**src/rtl/rdsplit_pkg.sv**
```systemverilog
package rdsplit_pkg;
  localparam logic [1:0] BURST_FIXED = 2'b00;
  localparam logic [1:0] BURST_INCR  = 2'b01;

  typedef struct packed {
    logic load;   // capture a new command
    logic issue;  // present the next burst on AR
  } splitStrobes_t;
endpackage

```
**src/rtl/rdsplit_path.sv**
```systemverilog
module rdsplit_path
  import rdsplit_pkg::*;
#(
  parameter int ADDR_W     = 32,
  parameter int CNT_W      = 16,
  parameter int DATA_BYTES = 4,
  parameter int MAX_BEATS  = 16
) (
  input  logic              clk,
  input  logic              rstN,
  input  splitStrobes_t     stb,
  input  logic [ADDR_W-1:0] cmdAddr,
  input  logic [CNT_W-1:0]  cmdBeats,
  input  logic              cmdFixed,
  input  logic              arReady,
  output logic              arValid,
  output logic [ADDR_W-1:0] arAddr,
  output logic [7:0]        arLen,
  output logic [1:0]        arBurst,
  output logic              remZero,
  output logic              arFire,
  output logic [8:0]        arBeats
);
  localparam int OFF_W   = $clog2(DATA_BYTES);
  localparam int MAX_LOG = $clog2(MAX_BEATS);
  localparam int FIX_MAX = (MAX_BEATS < 16) ? MAX_BEATS : 16;

  logic [ADDR_W-1:0] curAddr;
  logic [CNT_W-1:0]  remaining;
  logic              fixedMode;
  logic [CNT_W-1:0]  room;
  logic [CNT_W-1:0]  cap;
  logic [CNT_W-1:0]  len;
  logic [ADDR_W-1:0] nextAddr;

  // Beats left before the next max-burst-size boundary.
  generate
    if (MAX_LOG == 0) begin : g_room_single
      assign room = CNT_W'(1);
    end else begin : g_room_aligned
      logic [MAX_LOG-1:0] beatIdx;
      assign beatIdx = curAddr[OFF_W +: MAX_LOG];
      assign room    = CNT_W'(MAX_BEATS) - CNT_W'(beatIdx);
    end
  endgenerate

  always_comb begin
    cap      = fixedMode ? CNT_W'(FIX_MAX) : room;
    len      = (remaining < cap) ? remaining : cap;
    nextAddr = fixedMode ? curAddr : curAddr + (ADDR_W'(len) << OFF_W);
  end

  assign remZero = (remaining == '0);
  assign arFire  = arValid && arReady;
  assign arBeats = 9'(arLen) + 9'd1;

  always_ff @(posedge clk) begin
    if (!rstN) begin
      curAddr   <= '0;
      remaining <= '0;
      fixedMode <= 1'b0;
      arValid   <= 1'b0;
      arAddr    <= '0;
      arLen     <= '0;
      arBurst   <= BURST_INCR;
    end else begin
      if (stb.load) begin
        curAddr   <= cmdAddr;
        remaining <= cmdBeats;
        fixedMode <= cmdFixed;
      end
      if (stb.issue) begin
        arValid   <= 1'b1;
        arAddr    <= curAddr;
        arLen     <= 8'(len - CNT_W'(1));
        arBurst   <= fixedMode ? BURST_FIXED : BURST_INCR;
        curAddr   <= nextAddr;
        remaining <= remaining - len;
      end else if (arFire) begin
        arValid <= 1'b0;
      end
    end
  end
endmodule

```
**src/rtl/rdsplit_track.sv**
```systemverilog
module rdsplit_track #(
  parameter int BURST_W = 4,
  parameter int BEAT_W  = 8
) (
  input  logic               clk,
  input  logic               rstN,
  input  logic               arFire,
  input  logic [8:0]         arBeats,
  input  logic               rFire,
  input  logic               rLast,
  output logic [BURST_W-1:0] burstsOut,
  output logic [BEAT_W-1:0]  beatsOut
);
  logic [BURST_W-1:0] burstsNext;
  logic [BEAT_W-1:0]  beatsNext;

  always_comb begin
    burstsNext = burstsOut;
    beatsNext  = beatsOut;
    if (arFire) begin
      burstsNext = burstsNext + BURST_W'(1);
      beatsNext  = beatsNext + BEAT_W'(arBeats);
    end
    if (rFire) begin
      beatsNext = beatsNext - BEAT_W'(1);
      if (rLast) burstsNext = burstsNext - BURST_W'(1);
    end
  end

  always_ff @(posedge clk) begin
    if (!rstN) begin
      burstsOut <= '0;
      beatsOut  <= '0;
    end else begin
      burstsOut <= burstsNext;
      beatsOut  <= beatsNext;
    end
  end
endmodule

```
**src/rtl/rdsplit_ctrl.sv**
```systemverilog
module rdsplit_ctrl
  import rdsplit_pkg::*;
#(
  parameter int MAX_OUT = 8,
  parameter int BURST_W = 4,
  parameter int BEAT_W  = 8
) (
  input  logic               clk,
  input  logic               rstN,
  input  logic               cmdValid,
  output logic               cmdReady,
  input  logic               remZero,
  input  logic               arValid,
  input  logic               arReady,
  input  logic [BURST_W-1:0] burstsOut,
  input  logic [BEAT_W-1:0]  beatsOut,
  output splitStrobes_t      stb,
  output logic               done
);
  typedef enum logic {ST_IDLE, ST_RUN} state_t;
  state_t state;

  logic drained;
  logic roomForBurst;

  always_comb begin
    drained      = remZero && !arValid && (burstsOut == '0) && (beatsOut == '0);
    roomForBurst = ((BURST_W+1)'(burstsOut) + (BURST_W+1)'(arValid)) < (BURST_W+1)'(MAX_OUT);
    cmdReady     = (state == ST_IDLE);
    stb.load     = (state == ST_IDLE) && cmdValid;
    stb.issue    = (state == ST_RUN) && !remZero && (!arValid || arReady) && roomForBurst;
  end

  always_ff @(posedge clk) begin
    if (!rstN) begin
      state <= ST_IDLE;
      done  <= 1'b0;
    end else begin
      done <= 1'b0;
      case (state)
        ST_IDLE: if (cmdValid) state <= ST_RUN;
        ST_RUN: if (drained) begin
          state <= ST_IDLE;
          done  <= 1'b1;
        end
        default: state <= ST_IDLE;
      endcase
    end
  end
endmodule

```
**src/rtl/axi_rd_splitter.sv**
```systemverilog
module axi_rd_splitter
  import rdsplit_pkg::*;
#(
  parameter int ADDR_W     = 32,
  parameter int CNT_W      = 16,
  parameter int DATA_BYTES = 4,
  parameter int MAX_BEATS  = 16,
  parameter int MAX_OUT    = 8,
  parameter int ID_W       = 4,
  parameter int ID_VALUE   = 0
) (
  input  logic              clk,
  input  logic              rstN,
  input  logic              cmdValid,
  output logic              cmdReady,
  input  logic [ADDR_W-1:0] cmdAddr,
  input  logic [CNT_W-1:0]  cmdBeats,
  input  logic              cmdFixed,
  output logic              arValid,
  input  logic              arReady,
  output logic [ID_W-1:0]   arId,
  output logic [ADDR_W-1:0] arAddr,
  output logic [7:0]        arLen,
  output logic [2:0]        arSize,
  output logic [1:0]        arBurst,
  input  logic              rValid,
  input  logic              rLast,
  output logic              rReady,
  output logic              done
);
  localparam int BURST_W = $clog2(MAX_OUT + 1);
  localparam int BEAT_W  = $clog2(MAX_OUT * MAX_BEATS + 1);

  splitStrobes_t      stb;
  logic               remZero;
  logic               arFire;
  logic [8:0]         arBeats;
  logic [BURST_W-1:0] burstsOut;
  logic [BEAT_W-1:0]  beatsOut;

  assign arId   = ID_W'(ID_VALUE);
  assign arSize = 3'($clog2(DATA_BYTES));
  assign rReady = 1'b1;

  rdsplit_ctrl #(.MAX_OUT(MAX_OUT), .BURST_W(BURST_W), .BEAT_W(BEAT_W)) u_ctrl (
    .clk(clk), .rstN(rstN), .cmdValid(cmdValid), .cmdReady(cmdReady),
    .remZero(remZero), .arValid(arValid), .arReady(arReady),
    .burstsOut(burstsOut), .beatsOut(beatsOut), .stb(stb), .done(done)
  );

  rdsplit_path #(.ADDR_W(ADDR_W), .CNT_W(CNT_W), .DATA_BYTES(DATA_BYTES),
                 .MAX_BEATS(MAX_BEATS)) u_path (
    .clk(clk), .rstN(rstN), .stb(stb), .cmdAddr(cmdAddr), .cmdBeats(cmdBeats),
    .cmdFixed(cmdFixed), .arReady(arReady), .arValid(arValid), .arAddr(arAddr),
    .arLen(arLen), .arBurst(arBurst), .remZero(remZero), .arFire(arFire),
    .arBeats(arBeats)
  );

  rdsplit_track #(.BURST_W(BURST_W), .BEAT_W(BEAT_W)) u_track (
    .clk(clk), .rstN(rstN), .arFire(arFire), .arBeats(arBeats),
    .rFire(rValid && rReady), .rLast(rLast),
    .burstsOut(burstsOut), .beatsOut(beatsOut)
  );
endmodule

```
**config.mk**
```make
export PLATFORM = sky130hd
export DESIGN_NAME = axi_rd_splitter
export DESIGN_NICKNAME = d
export VERILOG_FILES = /design/src/rtl/rdsplit_pkg.sv /design/src/rtl/rdsplit_path.sv /design/src/rtl/rdsplit_track.sv /design/src/rtl/rdsplit_ctrl.sv /design/src/rtl/axi_rd_splitter.sv
export SDC_FILE = /design/constraint.sdc
export NUM_CORES = 1
export LEC_CHECK = 0
export ABC_AREA = 0
export CAP_MARGIN = 20
export CORE_UTILIZATION = 45
export DETAILED_ROUTE_END_ITERATION = 8
export GPL_ROUTABILITY_DRIVEN = 0
export PLACE_DENSITY_LB_ADDON = 0.12
export SYNTH_ARGS = -nofsm -noshare
export SYNTH_HDL_FRONTEND = slang
export SYNTH_SLANG_ARGS = --single-unit
```
**constraint.sdc**
```tcl
create_clock -name clk -period 4 [get_ports clk]
set_input_delay 0.4 -clock clk [delete_from_list [all_inputs] [get_ports clk]]
set_output_delay 0.4 -clock clk [all_outputs]
set_load 0.05 [all_outputs]
```
==> out/results.tsv, run 1 <==
metric	value	unit
status	complete, no violations	
hold_violations	0	
grt_pass1_wl	31.2	mm
first_pass_iters	6	
maxSlewViolCount	0	
crit_family	compound AO/OA/AOI/OAI gates	
place_inst	1121	
ys_types	71	
synth_top_family_by_area	simple AND/OR/NAND/NOR gates	
cts_hold_buf	0	
slew_headroom	51.3	%
drtIter0Drc	483	
fill_cells	1220	
layout-drive-gt1-share	16.4	%
antenna_found_initial	0	
crit_chain	buf_4, nor2_1, a21o_1, inv_1, ha_1, o21a_1, a211oi_2, buf_4, mux2i_4, inv_2, ha_4, fa_2, a211oi_4, o21ai_2, nand4_1, nand3_2, buf_6, a311oi_2, nor3_1	
fin_crit_sh	99.8	%
die-area	14800	µm²
grt_overflow	0	
drt_wl_total	19.9	mm
synthToLayoutAreaGrowth	33.9	%
synth_edf_count	0	
yosys_most_used_dff	dfxtp_1	
synth_area_leader_cell	dfxtp_1	
setup_violations	0	
io_buffers	98	
synth_mux_area_share	1.96	%
fin_worst_skew	7.72	ps
rsz0062_at_grt	true	
chipHeight	122	µm
hpwl	13.8	mm
crit_type	register to register	
cts_tree	yes	
required	4240	ps
yosys.area_share.adder	8.12	%
ys_ff_latch	105	
drv_cap	0	
clk_latency	360	ps
synth-xor-area-share	3.67	%
critical_path.max_fanout	5	
synth_seq_area_share	32.6	%
critPathBufInv	5	
startpoint_type	register	
cp-end-kind	register	
fp-row-count	43	
initial_core_util	46.2	%
grt_max_degree	40	
leakage	3.35	nW
clock_path_buffers	2	
synth-compound-area-share	23.6	%
cts_buffers	9	
crit_arrival	4230	ps
drt-wirelength-per-cell	17.2	µm
htreeDepth	3	
max_freq	251	MHz
drc	0	
grt_usage	26.7	%
fin_util	61.9	%
min_period	3990	ps
grt_pass1_vias	6437	
clk_pin_slew	70	ps
worst_slew_pin_slew	725	ps
vias_per_cell	5.90	
core	13900	µm²
diodes	0	
ant_nets	0	
fp.dieW	122	µm
hold_class	register to register	
slowest_delay	540	ps
synth-simple-area-share	24.2	%
io_pins	108	
clock-sinks	105	
p_per_area	556	nW/µm²
synthTopCellsByArea	dfxtp_1 (33%), a21oi_1 (7.7%), ha_1 (7.2%)	
syn_area	6440	µm²
yosys_warnings	0	
synth_cells	834	
worst_hold_slack	453	ps
crit_path_frequent_cell	buf_4	
vias	6798	
peakVddDrop	0.000326	V
cts_root_buf	clkbuf_16	
nNetsFinal	1063	
worst_path_max_delay_cell	dfxtp_1	
synth_top_cell_area_share	32.6	%
avgSynthCellArea	7.72	µm²
synth_async_sr_flop_share	0	%
final_cells	1153	
[placed cells by master, fill, tap and decap left out, drive strengths merged, types with 7 or more instances in the layout]
cell           count
conb              19
nor3              32
a311oi            10
mux2i              7
xnor2             17
and3              13
o21ai             37
clkbuf            11
dfxtp            105
a21o              10
clkdlybuf4s50     98
nor2b              7
ha                37
and2               7
nor2              71
nand4             12
inv               31
xor2              10
o211ai             7
nand2            123
buf               63
nand3             22
a21oi            100
o21a               8
a211oi            13
[through the flow]
stage | instance area [µm²] | setup TNS, ps | power [mW] | setup slack (ps)
floorplan | 6560 | 0 | 2.86 | 4.79
global placement | 7880 | -21.0 | 3.46 | -13.1
detailed placement | 7880 | -2070 | 3.52 | -209
CTS | 8370 | 0 | 4.56 | 26.7
global route | 8620 | -1640 | 5.07 | -220
finish | 8620 | 0 | 4.79 | 9.71
[routing by layer]
layer | vias to the layer above | wire length [µm] | GRT usage [%]
met5 | - | 0 | 0
met4 | 0 | 462 | 9.88
met3 | 35 | 1050 | 4.96
met2 | 244 | 9980 | 46.5
met1 | 3275 | 8400 | 32.4
li1 | 3244 | - | -
[where the power goes]
part | internal, mW | leakage, nW | total, mW | switching [mW]
Sequential | 1.20 | 0.863 | 1.38 | 0.185
Combinational | 1.10 | 2.33 | 2.47 | 1.38
Clock | 0.524 | 0.157 | 0.935 | 0.411
[cell families after synthesis]
family                   after synthesis
XOR/XNOR                              27
flip-flops                           105
adder cells (fa/ha/maj)               40
buffers and inverters                 84
other                                  2
AO/OA/AOI/OAI                        236
AND/OR/NAND/NOR                      328
multiplexers                          12
[layout make-up]
| type | count | area, µm² | share of cell area (%) |
|---|---|---|---|
| inverters | 29 | 114 | 1.32 |
| clock inverters | 5 | 61.3 | 0.711 |
| repair buffers | 161 | 1480 | 17.1 |
| flip-flops and latches | 105 | 2110 | 24.5 |
| well taps | 180 | 225 | 2.61 |
| clock buffers | 11 | 253 | 2.93 |
| multi-input cells | 662 | 4380 | 50.8 |
[what timing repair did]
action / 4_1_cts / 5_1_grt
setup buffers: 9 / 7
gates resized for setup: 22 / 50
pin swaps: 14 / 37
setup endpoints to repair: 20 / 31
[path summary, 6_finish.rpt]
path / slack, ps / end / from / cells past startpoint
worst min register to register: 450 / u_path.arAddr[1]$_SDFFE_PN0P_ / u_path.curAddr[1]$_SDFFE_PN0P_ / 2
worst max register to register: 10 / u_path.curAddr[24]$_SDFFE_PN0P_ / u_path.curAddr[5]$_SDFFE_PN0P_ / 19
worst max-delay path: 10 / u_path.curAddr[24]$_SDFFE_PN0P_ / u_path.curAddr[5]$_SDFFE_PN0P_ / 19
worst min-delay path: 450 / u_path.arAddr[1]$_SDFFE_PN0P_ / u_path.curAddr[1]$_SDFFE_PN0P_ / 2
[worst min-delay path: cells and delay by family (launching register included)]
kind / cells / cell delay [ps]
AO/OA/AOI/OAI: 1 / 50
AND/OR/NAND/NOR: 1 / 50
flip-flops: 1 / 310
[synth_stat cells, types with 11 or more instances]
| cell | instances |
|---|---|
| nand2_1 | 123 |
| dfxtp_1 | 105 |
| a21oi_1 | 99 |
| nor2_1 | 70 |
| ha_1 | 37 |
| o21ai_0 | 35 |
| clkbuf_1 | 31 |
| nor3_1 | 31 |
| inv_1 | 28 |
| nand3_1 | 22 |
| xnor2_1 | 17 |
| and3_1 | 13 |
| nand4_1 | 12 |
| a211oi_1 | 11 |
[registers in the layout, summed over array words and instances, names as in the netlist]
signal and count:
u_ctrl.done 1, u_track.beatsOut 8, u_path.arBurst 1, u_track.burstsOut 4, u_path.arAddr 32, u_ctrl.state 1, u_path.arLen 8, u_path.remaining 16
u_path.fixedMode 1, u_path.arValid 1, u_path.curAddr 32
No activity file was read; power rests on OpenSTA's default activity.
==> inputs of run 2 (changes only) <==
CORE_UTILIZATION = 35   (was 45)
==> run 2 against run 1 <==
  * Via count is 5.1% lower
  * Flip-flop and latch count stayed put
  * Non-clock buffer count stayed put
  * Global-route usage is 5.4 points lower
  * Combinational power hardly changed
  * Register-to-register slack better by 40 ps
  * Wire length hardly changed
  * Clock skew is 1.3 ps higher
  * Critical path depth is 2 higher
  * Critical path type unchanged
  * Critical endpoint is now u_path.curAddr[14]$_SDFFE_PN0P_
  * Largest cell class unchanged
==> out/results.tsv, run 2 (synthesized netlist as in run 1, its figures left out) <==
metric	value	unit	change
clk_pin_slew	70	ps	about the same
critical_path.max_fanout	4		-1
nNetsFinal	1064		+0.094%
status	complete, no violations		
grt_pass1_vias	5985		-7.0%
busiest_layer	met2		
core	18000	µm²	+29%
rsz0062_at_grt	true		
total_power	4.72	mW	-1.4%
met2_usage	35.8	%	-11 points
die-area	18900	µm²	+28%
synthToLayoutAreaGrowth	34.6	%	
hold_class	register to register		
htreeDepth	3		unchanged
drv_cap	0		unchanged
chipHeight	138	µm	+13%
max_freq	253	MHz	+1.1%
vias_per_cell	5.36		-9.0%
grt_pass1_wl	31.1	mm	-0.36%
fill_cells	1819		+49%
fin_crit_sh	98.6	%	-1.1 points
worst_slew_pin_slew	689	ps	-36.4 ps
clk_latency	360	ps	about the same
layout_commonest_cell	nand2_1		
grt_max_degree	35		-13%
crit_chain	inv_4, ha_4, nor2b_2, inv_1, ha_1, nor4b_2, o21ai_1, a211oi_2, buf_4, mux2i_4, inv_2, ha_4, fa_2, a211oi_4, o21ai_2, and3_1, nor3_2, buf_4, xnor2_2, nand2_1, a21oi_2		
grtUsageMet3	3.35	%	-1.6 points
maxSlewViolCount	0		unchanged
cp-end-kind	register		
required	4290	ps	+50 ps
fp.dieW	138	µm	+13%
fin_worst_skew	9.00	ps	+1.28 ps
layout-drive-gt1-share	16.2	%	-0.22 points
antenna_found_initial	0		unchanged
min_period	3950	ps	-44.8 ps
layout_common_cells	nand2_1 (120), dfxtp_1 (103), clkdlybuf4s50_1 (98)		
io_buffers	98		unchanged
cts_root_buf	clkbuf_16		
critPathBufInv	5		unchanged
initial_core_util	35.7	%	-10 points
hpwl	14.0	mm	+1.7%
first_pass_iters	5		-1
drtIter0Drc	315		-35%
fp-row-count	49		+14%
peakVddDrop	0.000267	V	-18%
drc	0		unchanged
leakage	3.36	nW	+0.29%
worst_path_max_delay_cell	dfxtp_4		
ant_nets	0		unchanged
postPlaceCellArea	7990	µm²	+1.4%
diodes	0		unchanged
crit_type	register to register		
final_area	8660	µm²	+0.52%
top_regs	u_path.arAddr x32, u_path.curAddr x32, u_path.remaining x16		
grt_usage	21.3	%	-5.4 points
io_pins	108		unchanged
crit_arrival	4240	ps	about the same
clock_path_buffers	2		unchanged
grtUsageMet1	27.6	%	-4.8 points
cts_buffers	9		unchanged
grt_overflow	0		unchanged
setup_violations	0		unchanged
drt-wirelength-per-cell	16.5	µm	-4.2%
clock-sinks	105		unchanged
vias	6452		-5.1%
startpoint_type	register		
hold_violations	0		unchanged
drt_wl_total	19.9	mm	about the same
cts_tree	yes		
worst_hold_slack	455	ps	+2.02 ps
crit_family	adder cells		
slowest_delay	370	ps	-170 ps
p_per_area	545	nW/µm²	-1.9%
slew_headroom	53.7	%	+2.4 points
==> run 2: cell types whose count changed in the layout (fill, tap and decap cells not counted), sizes merged <==
cell and delta:
clkinvlp +2, inv -2, a211o +1
==> run 2: path summary, 6_finish.rpt <==
check                           cells past startpoint  slack, ps                           start                         endpoint
worst max-delay path                               21         50  u_path.curAddr[2]$_SDFFE_PN0P_  u_path.curAddr[14]$_SDFFE_PN0P_
worst min-delay path                                2        450  u_path.curAddr[0]$_SDFFE_PN0P_    u_path.arAddr[0]$_SDFFE_PN0P_
worst max register to register                     21         50  u_path.curAddr[2]$_SDFFE_PN0P_  u_path.curAddr[14]$_SDFFE_PN0P_
worst min register to register                      2        450  u_path.curAddr[0]$_SDFFE_PN0P_    u_path.arAddr[0]$_SDFFE_PN0P_
==> run 2: timing repair <==
item / 4_1_cts / 5_1_grt
setup buffers: 0 / 9
cloned: 0 / 1
endpoints found under the setup margin: 12 / 33
hold buffers: 0 / 0
pin swaps: 3 / 30
gates resized for setup: 6 / 65
==> run 2: power breakdown <==
group          internal, mW  switching, mW  total (mW)  leakage (nW)
registers              1.20          0.162        1.36         0.862
clock network         0.501          0.414       0.916         0.142
logic                  1.10           1.35        2.45          2.36
total                  2.80           1.93        4.72          3.36
==> run 2: final cells by class <==
type | instances | area, µm² | area share (%)
timing repair buffer | 161 | 1480 | 17.1
clock inverter | 5 | 55.1 | 0.635
sequential | 105 | 2110 | 24.3
inverter | 29 | 111 | 1.29
multi-input combinational | 663 | 4380 | 50.5
tap | 229 | 287 | 3.31
clock buffer | 11 | 243 | 2.80
==> run 2: per-layer routing <==
| layer | routed length [µm] | share of wire [%] | vias up |
|---|---|---|---|
| li1 | - | - | 3257 |
| met1 | 9290 | 47 | 3031 |
| met2 | 9480 | 48 | 144 |
| met3 | 818 | 4.1 | 20 |
| met4 | 298 | 1.5 | 0 |
| met5 | 0 | 0 | - |
==> run 2: metrics by stage <==
stage          cells  setup WS [ps]  setup TNS [ps]  utilization [%]
2_1_floorplan    851           4.79               0                -
3_3_place_gp    1177          -22.1           -34.4             44.3
3_5_place_dp    1177          -62.0            -148             44.3
4_1_cts         1193           1.70               0             46.2
5_1_grt         1203           -204           -2450             48.1
6_report        1203           54.5               0             48.1
==> run 2: tightest hold or removal path, stage by stage (launching register included) <==
cell and delay, ps:
dfxtp_1 310, nand2_1 50, a21oi_1 50
